## config.mk

```make
export PLATFORM = sky130hd
export DESIGN_NAME = spi_bus_front
export DESIGN_NICKNAME = d
export VERILOG_FILES = /design/src/rtl/spi_front_pkg.sv /design/src/rtl/spi_front_fifo.sv /design/src/rtl/spi_front_regs.sv /design/src/rtl/spi_bus_front.sv
export SDC_FILE = /design/constraint.sdc
export NUM_CORES = 1
export LEC_CHECK = 0
export BUFFER_PORTS_ARGS = -buffer_cell sky130_fd_sc_hd__buf_2
export CORE_ASPECT_RATIO = 0.5
export CORE_MARGIN = 8
export CORE_UTILIZATION = 44
export CTS_CLUSTER_SIZE = 25
export DETAILED_ROUTE_END_ITERATION = 8
export REMOVE_ABC_BUFFERS = 1
export SETUP_SLACK_MARGIN = 0.02
export SLEW_MARGIN = 20
export SYNTH_ARGS = -nofsm -noshare
export SYNTH_HDL_FRONTEND = slang
export SYNTH_SLANG_ARGS = --single-unit
```

## constraint.sdc

```tcl
create_clock -name clk -period 6.13 [get_ports clk]
set_clock_uncertainty 0.05 [all_clocks]
set_input_delay 0.3065 -clock clk [delete_from_list [all_inputs] [get_ports clk]]
set_output_delay 0.3065 -clock clk [all_outputs]
set_load 0.02 [all_outputs]
```

## src/rtl/spi_front_pkg.sv

```systemverilog
package spi_front_pkg;

   localparam int ST_BITS = 5;

   // Status layout: bit 0 busy ... bit 4 transmit overflow
   typedef struct packed {
      logic tx_ovf;
      logic rx_ovf;
      logic rx_rdy;
      logic tx_free;
      logic busy;
   } status_t;

endpackage

```

## src/rtl/spi_front_fifo.sv

```systemverilog
module spi_front_fifo #(
   parameter int DW    = 8,
   parameter int DEPTH = 6,
   parameter int AW    = 3
) (
   input  logic          clk,
   input  logic          rst,
   input  logic          push,
   input  logic          pop,
   input  logic [DW-1:0] wdata,
   output logic [DW-1:0] rdata,
   output logic          full,
   output logic          empty
);
   localparam int CW = $clog2(DEPTH + 1);

   if (DEPTH < 1 || DEPTH > (1 << AW)) begin : g_bad_depth
      $error("spi_front_fifo: DEPTH must be 1..2**AW");
   end

   logic [DW-1:0] mem [DEPTH];
   logic [AW-1:0] wp, rp, wp_nx, rp_nx;
   logic [CW-1:0] cnt;
   logic          do_push, do_pop;

   assign do_push = push && !full;
   assign do_pop  = pop && !empty;
   assign full    = (cnt == CW'(DEPTH));
   assign empty   = (cnt == '0);
   assign rdata   = mem[rp];

   // pointer wrap: free overflow for power-of-two depth, compare otherwise
   if (DEPTH == (1 << AW)) begin : g_pow2
      assign wp_nx = wp + 1'b1;
      assign rp_nx = rp + 1'b1;
   end else begin : g_mod
      assign wp_nx = (wp == AW'(DEPTH - 1)) ? '0 : wp + 1'b1;
      assign rp_nx = (rp == AW'(DEPTH - 1)) ? '0 : rp + 1'b1;
   end

   always_ff @(posedge clk) begin
      if (do_push) mem[wp] <= wdata;
   end

   always_ff @(posedge clk) begin
      if (rst) begin
         wp  <= '0;
         rp  <= '0;
         cnt <= '0;
      end else begin
         if (do_push) wp <= wp_nx;
         if (do_pop)  rp <= rp_nx;
         case ({do_push, do_pop})
            2'b10:   cnt <= cnt + 1'b1;
            2'b01:   cnt <= cnt - 1'b1;
            default: cnt <= cnt;
         endcase
      end
   end
endmodule

```

## src/rtl/spi_front_regs.sv

```systemverilog
module spi_front_regs
   import spi_front_pkg::*;
#(
   parameter int DW   = 8,
   parameter int SELW = 1
) (
   input  logic            clk,
   input  logic            rst,
   input  logic            wr_ctl,
   input  logic            rd_st,
   input  logic            rd_rx,
   input  logic [DW-1:0]   wdata,
   input  logic [DW-1:0]   rx_head,
   input  logic            rx_empty,
   input  logic            tx_full,
   input  logic            busy,
   input  logic            tx_ovf_ev,
   input  logic            rx_ovf_ev,
   output logic [DW-1:0]   rdata,
   output logic [SELW-1:0] sel_idx,
   output logic            irq_ovf
);
   if (DW < ST_BITS) begin : g_bad_dw
      $error("spi_front_regs: DW must hold the status word");
   end
   if (SELW < 1 || SELW > DW) begin : g_bad_selw
      $error("spi_front_regs: SELW must be 1..DW");
   end

   logic    tx_ovf, rx_ovf;
   status_t st;

   always_comb begin
      st.busy    = busy;
      st.tx_free = !tx_full;
      st.rx_rdy  = !rx_empty;
      st.rx_ovf  = rx_ovf;
      st.tx_ovf  = tx_ovf;
   end

   assign irq_ovf = tx_ovf | rx_ovf;

   always_ff @(posedge clk) begin
      if (rst) begin
         sel_idx <= '0;
         tx_ovf  <= 1'b0;
         rx_ovf  <= 1'b0;
         rdata   <= '0;
      end else begin
         if (wr_ctl) sel_idx <= wdata[SELW-1:0];
         // a new overflow wins over the clear of a status read
         tx_ovf <= tx_ovf_ev | (tx_ovf & !rd_st);
         rx_ovf <= rx_ovf_ev | (rx_ovf & !rd_st);
         if (rd_st)      rdata <= DW'(st);
         else if (rd_rx) rdata <= rx_empty ? '0 : rx_head;
      end
   end
endmodule

```

## src/rtl/spi_bus_front.sv

```systemverilog
module spi_bus_front #(
   parameter int DW    = 8,
   parameter int DEPTH = 6,
   parameter int AW    = 3,
   parameter int SELW  = 1
) (
   input  logic            clk,
   input  logic            rst,
   input  logic            bus_addr,
   input  logic [DW-1:0]   bus_wdata,
   input  logic            bus_we,
   input  logic            bus_stb,
   output logic            bus_ack,
   output logic [DW-1:0]   bus_rdata,
   output logic [DW-1:0]   eng_tx_data,
   output logic            eng_tx_valid,
   input  logic            eng_tx_take,
   input  logic [DW-1:0]   eng_rx_data,
   input  logic            eng_rx_put,
   input  logic            eng_busy,
   input  logic            eng_ready,
   output logic [SELW-1:0] sel_idx,
   output logic            irq_ready,
   output logic            irq_ovf
);
   logic          accept, wr_tx, rd_rx, wr_ctl, rd_st;
   logic          tx_full, tx_empty, rx_full, rx_empty;
   logic [DW-1:0] rx_head;

   assign accept = bus_stb && !bus_ack;
   assign wr_tx  = accept &&  bus_we && !bus_addr;
   assign rd_rx  = accept && !bus_we && !bus_addr;
   assign wr_ctl = accept &&  bus_we &&  bus_addr;
   assign rd_st  = accept && !bus_we &&  bus_addr;

   always_ff @(posedge clk) begin
      if (rst) bus_ack <= 1'b0;
      else     bus_ack <= accept;
   end

   spi_front_fifo #(.DW(DW), .DEPTH(DEPTH), .AW(AW)) u_txq (
      .clk   (clk),
      .rst   (rst),
      .push  (wr_tx),
      .pop   (eng_tx_take),
      .wdata (bus_wdata),
      .rdata (eng_tx_data),
      .full  (tx_full),
      .empty (tx_empty)
   );

   spi_front_fifo #(.DW(DW), .DEPTH(DEPTH), .AW(AW)) u_rxq (
      .clk   (clk),
      .rst   (rst),
      .push  (eng_rx_put),
      .pop   (rd_rx),
      .wdata (eng_rx_data),
      .rdata (rx_head),
      .full  (rx_full),
      .empty (rx_empty)
   );

   spi_front_regs #(.DW(DW), .SELW(SELW)) u_regs (
      .clk       (clk),
      .rst       (rst),
      .wr_ctl    (wr_ctl),
      .rd_st     (rd_st),
      .rd_rx     (rd_rx),
      .wdata     (bus_wdata),
      .rx_head   (rx_head),
      .rx_empty  (rx_empty),
      .tx_full   (tx_full),
      .busy      (eng_busy),
      .tx_ovf_ev (wr_tx && tx_full),
      .rx_ovf_ev (eng_rx_put && rx_full),
      .rdata     (bus_rdata),
      .sel_idx   (sel_idx),
      .irq_ovf   (irq_ovf)
   );

   assign eng_tx_valid = !tx_empty;
   assign irq_ready    = eng_ready;
endmodule

```

=== Word-level counts from Yosys, hierarchy flattened ===
Memory sizes are Yosys's and may differ from the RTL's. A register that Yosys moved wholly into a read port is not among the register bits.
Cells that the tools add are included.

* Output and inout bits: 21
* Logic and storage cells: 81
* Memory bits (writable): 96
* Bits of input ports: 25
* Memories: 2
* Register bits: 30

{| class="wikitable"
|+ Memories
! name !! depth !! bits a word !! rd ports !! clocked after memory_dff !! wr ports !! RTL line !! text
|-
| u_rxq.mem || 6 || 8 || 1 || 1 || 1 || spi_front_fifo.sv:21 || <nowiki>logic [DW-1:0] mem [DEPTH];</nowiki>
|-
| u_txq.mem || 6 || 8 || 1 || 1 || 1 || spi_front_fifo.sv:21 ||
|}

* Add/sub/neg operators: 8
* Bitwise logic cells: 5
* Muxes and demuxes: 17
* Reduce and logical (&&, ||, !) cells: 27
* Equality and inequality tests: 10

{| class="wikitable"
|+ Operator list
! operator !! count
|-
| 3-bit 2-to-1 mux || 8
|-
| 3-bit by 1-bit adder with 3-bit output, second input constant || 6
|-
| 3-bit == test, second input constant || 6
|-
| 1-bit logical AND || 13
|-
| 3-bit case mux with 2 select lines || 2
|-
| 5-bit 2-to-1 mux || 2
|-
| 1-bit logical NOT || 8
|-
| 8-bit 2-to-1 mux || 1
|-
| 3-bit logical NOT || 2
|-
| 2-bit nonzero test || 3
|-
| 3-bit by 1-bit subtractor with 3-bit output, second input constant || 2
|-
| 2-bit by 1-bit == test with 1-bit output, second input constant || 2
|-
| 2-bit == test, second input constant || 2
|-
| 1-bit 2-to-1 mux || 4
|-
| 1-bit bitwise OR || 3
|-
| 1-bit bitwise AND || 2
|-
| 2-bit OR reduction || 1
|}

=== Depth between registers and ports, before layout ===
* Depth in word-level cells: 7
* Depth in mapped cells: 9
* Gate-level depth less buffers: 8

=== Modules after synthesis ===
A second synthesis with hierarchy kept.

* Cells, all modules: 340
* Area total of the unflattened synthesis: 5425.2 um^2

{| class="wikitable"
|+ By module, submodules not included
! module !! area each (um^2) !! sequential area each (um^2) !! instances !! cells an instance
|-
| spi_front_fifo || 2404.8 || 1681.6 || 2 || 137
|-
| spi_front_regs || 515.5 || 220.2 || 1 || 52
|-
| spi_bus_front || 100.1 || 20.0 || 1 || 14
|}

=== Worst setup path before layout ===
OpenSTA, ideal clock, no wires.

* Path kind: register to register
* From: register bus_ack
* To: memory u_txq.mem[2][0] (enable)
* Period minus slack after synthesis: 2.431 ns
* Slack: 3.699 ns
* Library setup time: 0.398 ns
* Arrival time: 1.983 ns
* Data required time: 5.682 ns
* Buffers on the path: 1
* Stages on the path, launching flop included: 5
* Path through: dfxtp_1 and3b_1 clkbuf_1 nand3b_1 nor4b_1

* Cells in the longest elaborated chain, start to end: 7

{| class="wikitable"
|+ Ends and longest elaborated chain
! item !! RTL line !! text
|-
| from (decl) || spi_bus_front.sv:13 || <nowiki>output logic bus_ack,</nowiki>
|-
| from (signal assigned) || spi_bus_front.sv:38 || <nowiki>else bus_ack <= accept;</nowiki>
|-
| 1-bit logical NOT || spi_bus_front.sv:30 || <nowiki>assign accept = bus_stb && !bus_ack;</nowiki>
|-
| 1-bit logical AND || spi_bus_front.sv:30 ||
|-
| 1-bit logical AND (2 in series) || spi_bus_front.sv:31 || <nowiki>assign wr_tx = accept && bus_we && !bus_addr;</nowiki>
|-
| 1-bit logical AND || spi_front_fifo.sv:26 || <nowiki>assign do_push = push && !full;</nowiki>
|-
| 1-bit 2-to-1 mux || spi_front_fifo.sv:42 || <nowiki>if (do_push) mem[wp] <= wdata;</nowiki>
|-
| 1-bit 2-to-1 mux (implied by the code) || spi_front_fifo.sv:42 ||
|-
| to (decl) || spi_front_fifo.sv:21 ||
|}

Every way passes these cells.

=== Final worst setup path ===
* From: register bus_ack
* To: register u_rxq.cnt[2]

* Cells in the longest elaborated chain, start to end: 7
* Elaborated cells between the ends (all ways): 9
* Those cells by class: eq/ne: 2; mux: 1; reduce/logical: 6

{| class="wikitable"
|+ Ends and longest elaborated chain
! item !! RTL line !! text
|-
| 1-bit logical NOT (*) || spi_bus_front.sv:30 ||
|-
| 1-bit logical AND (*) || spi_bus_front.sv:30 ||
|-
| 1-bit logical AND (*) (2 in series) || spi_bus_front.sv:32 || <nowiki>assign rd_rx = accept && !bus_we && !bus_addr;</nowiki>
|-
| 1-bit logical AND (*) || spi_front_fifo.sv:27 || <nowiki>assign do_pop = pop && !empty;</nowiki>
|-
| 2-bit by 1-bit == test with 1-bit output or 2-bit == test (tied branches) || spi_front_fifo.sv:53 || <nowiki>case ({do_push, do_pop})</nowiki>
|-
| 3-bit case mux with 2 select lines or 2-bit nonzero test (tied branches) || - ||
|-
| to (signal assigned) || spi_front_fifo.sv:54 || <nowiki>2'b10: cnt <= cnt + 1'b1;</nowiki>
|-
| to (signal assigned) || spi_front_fifo.sv:55 || <nowiki>2'b01: cnt <= cnt - 1'b1;</nowiki>
|-
| to (signal assigned) || spi_front_fifo.sv:56 || <nowiki>default: cnt <= cnt;</nowiki>
|-
| to (decl) || spi_front_fifo.sv:23 || <nowiki>logic [CW-1:0] cnt;</nowiki>
|}

Mark *: on every way between the ends. The rest lies on a longest branch, timed or not.
A chain may end at the register's enable or synchronous reset.

==> summary.md <==
| Metric | Value |
|---|---|
| Status | completed |
| Leading area contributor after synthesis | edfxtp_1 |
| Max Cap Viol | 0 |
| Initial DRC count | 195 |
| Sequential element share of the synthesized area | 68.7% |
| DP Cell Count | 535 |
| Post-synth EDFFs | 96 |
| Post_cts resized | 0 |
| First-pass GRT wire length | 15.9 mm |
| Maximum fanout along the worst path | 13 |
| Worst EP required | 6.41 ns |
| R2R cell count | 8 |
| Cell Rows | 28 |
| Root Buffer | clkbuf_16 |
| Yosys top cell area share | 54.9% |
| Met1 wire length | 4.30 mm |
| Placeable Area | 11700 sq um |
| H-tree lvl count | 4 |
| Final WS setup | 3.60 ns |
| Setup TNS Final | 0 ns |
| Hold Path Class | input pin to flip-flop |
| Final Power | 2.28 mW |
| Drt pass-1 iters | 4 |
| Setup bufs post-CTS | 0 |
| Area contributors post-synth | edfxtp_1, dfxtp_1, mux4_2 |
| Via/cell ratio | 5.01 |
| Dpl hpwl | 6.45 mm |
| Vias in the first global route | 3080 |
| Routed Antenna Nets | 0 |
| Max-slew violation count | 0 |
| Critical path type | flip-flop to flip-flop |
| Clock period minus worst slack | 2.53 ns |
| Fin. Hold Viols | 0 |
| Clock Sinks | 132 |
| Worst path slowest cell | or3b_4 |
| Area grow syn2layout | 18.9% |
| Min Hold Slack | 0.0916 ns |
| Primary FF master, synth | edfxtp_1 |
| Fin crit share | 41.2% |
| Crit path cell chain | or3b_4, nor3_4, ha_1, inv_1, fa_1, xor2_1, or3_1, a21oi_1 |
| Port Buffers | 43 |
| Hold Crit Depth | 1 |
| Post-Route WL | 9.79 mm |
| Share of layout cells above drive strength 1 | 28.4% |
| Initial antenna violation count | 0 |
| Final setup violating endpoints | 0 |
| R2R setup slack | 3.60 ns |
| GRT Util Overall | 13.2% |
| Finished Layout Cells | 567 |
| Worst min-delay path endpoint | u_rxq.mem[3][5]$_DFFE_PP_ |
| Largest net degree at the start of global routing | 33 |
| Die area | 15900 sq um |
| Min-Delay Startpoint | eng_rx_data[5] |
| Starting Density | 44.7% |
| Power per standard cell area | 365 nW/um^2 |
| Pre-CTS WS | 3.54 ns |
| DRC violations left | 0 |
| Leakage | 2.17 nW |
| Chip Width | 170 um |
| Normalized max-slew margin | 44.7% |
| Die Ht | 93.2 um |
| Max Root-Sink Buffers | 2 |
| DR WL met3 | 356 um |
| Clock Latency Late Sink | 0.41 ns |
| CTS Buf Count | 17 |
| Synth Instances | 335 |
| R2r startpoint | bus_ack$_SDFF_PP0_ |
| CP arrival | 2.81 ns |
| GPL Wtd Cong | 0.696 |
| Boundary Pins | 46 |
| Post-synthesis area per instance | 15.7 sq um |
| Worst vdd ir | 0.154 mV |
| Slew at the pin closest to its max-slew limit | 0.829 ns |
| CTS tree | built |
| Hold buffers post-CTS | 0 |
| Synthesized flop and latch total | 132 |
| Gr ovfl total | 0 |
| Crit path launch type | flip-flop |
| FFs w/ async S/R, synth | 0% |
| Antenna Cells | 0 |
| Via count | 2840 |
| Clock transition at path regs | 0.06 ns |
| Yosys warns | 0 |
| Worst setup EP type | flip-flop |
| Worst R2R End | u_rxq.cnt[2]$_SDFFE_PP0P_ |
| Nets@finish | 418 |
| Number of distinct library cells after synthesis | 54 |
| Top Layer Used | met4 |
| Met2 WL | 5.06 mm |
| Worst path max stage delay | 0.51 ns |
| RSZ-0062 raised after global routing | no |
| Syn Std Cell Area | 5250 sq um |
| FMAX | 396 MHz |
| Drt wl/cell | 17.3 um |
[cell usage after synthesis (all sizes together) (2+ instances only)]
master	instances
nor4	3
mux2i	11
nand3	2
nor3	3
nor3b	3
inv	10
or3	6
clkbuf	8
or2	2
ha	2
nand3b	4
and3	5
fa	2
nor2	26
xnor2	2
nor4b	4
a22oi	3
a21oi	24
buf	7
mux4	15
mux2	14
o21ai	7
edfxtp	96
nand4b	2
nand2	16
xor2	6
dfxtp	36
nor2b	2
[cells in the final DEF, fill, tap and decap left out, drive strengths merged, types with 5 or more instances in the layout]
cell type,synthesis,routed
inv,10,10
o21ai,7,7
and3,5,5
mux4,15,15
a21oi,24,24
or3,6,6
bufinv,0,5
edfxtp,96,96
nor2,26,26
clkinv,0,8
mux2,14,14
dfxtp,36,36
nand2,16,16
xor2,6,6
clkbuf,8,19
mux2i,11,11
buf,7,51
[cell families after synthesis]
| family | Yosys count | share of synthesized area [%] |
|---|---|---|
| AOI/OAI and AO/OA | 41 | 4.60 |
| xor gates and xnor gates | 8 | 1.33 |
| adders and majority gates | 4 | 1.24 |
| buffers and inverters | 26 | 3.24 |
| DFF | 132 | 68.7 |
| muxes | 40 | 11.6 |
| and+or+nand+nor | 84 | 9.32 |
[worst max-delay path, delay by kind of cell (launching register included)]
| kind | cells | cell delay (ns) |
|---|---|---|
| buffers and inverters | 1 | 0.06 |
| XOR/XNOR | 1 | 0.16 |
| flip-flops | 1 | 0.33 |
| AND/OR/NAND/NOR | 3 | 1.11 |
| adder cells (fa/ha/maj) | 2 | 0.60 |
| AO/OA/AOI/OAI | 1 | 0.14 |
[per-layer routing]
metal	vias up	GRT usage [%]
met2	36	22.0
met1	1418	15.9
li1	1379	-
met5	-	0
met4	0	5.44
met3	7	4.12
[worst max-delay path by stage]
| stage | start | to | depth (start not counted) |
|---|---|---|---|
| global placement | bus_we | u_rxq.cnt[2]$_SDFFE_PP0P_ | 9 |
| finish | bus_ack$_SDFF_PP0_ | u_rxq.cnt[2]$_SDFFE_PP0P_ | 8 |
| floorplan | bus_ack$_SDFF_PP0_ | u_rxq.cnt[2]$_SDFFE_PP0P_ | 8 |
| CTS | flip-flop | eng_tx_data[0] | 4 |
| global route | bus_ack$_SDFF_PP0_ | u_rxq.cnt[2]$_SDFFE_PP0P_ | 8 |
| detailed placement | bus_we | u_rxq.cnt[2]$_SDFFE_PP0P_ | 9 |
[metrics by stage]
stage                     util (%)  cell area, sq um
after floorplan                  -              5120
after global placement        47.7              5600
after detailed placement      47.7              5600
after CTS                     53.2              6240
after global routing          53.2              6240
final                         53.2              6240
[where the power goes]
| group | switching, mW | internal, mW | leakage [nW] | total [mW] |
|---|---|---|---|---|
| Clock | 0.362 | 0.721 | 0.313 | 1.08 |
| Combinational | 0.0944 | 0.0810 | 0.700 | 0.175 |
| Sequential | 0.0337 | 0.985 | 1.16 | 1.02 |
[flip-flops by register name, summed over array words and instances, names as in the netlist, named ones only]
name	flops
u_rxq.mem	48
u_txq.mem	48
u_regs.rdata	8
u_rxq.cnt	3
u_rxq.rp	3
u_rxq.wp	3
u_txq.cnt	3
u_txq.rp	3
u_txq.wp	3
bus_ack	1
u_regs.rx_ovf	1
u_regs.sel_idx	1
u_regs.tx_ovf	1
[area by class of cell]
type | instances | area (sq um)
Inverter | 10 | 37.5
Fill cell | 945 | 5500
Clock inverter | 13 | 208
Tap cell | 165 | 206
Timing Repair Buffer | 51 | 275
Sequential cell | 132 | 3600
Multi-Input combinational cell | 177 | 1480
Clock buffer | 19 | 433
Power figures use the tool's default switching activity.
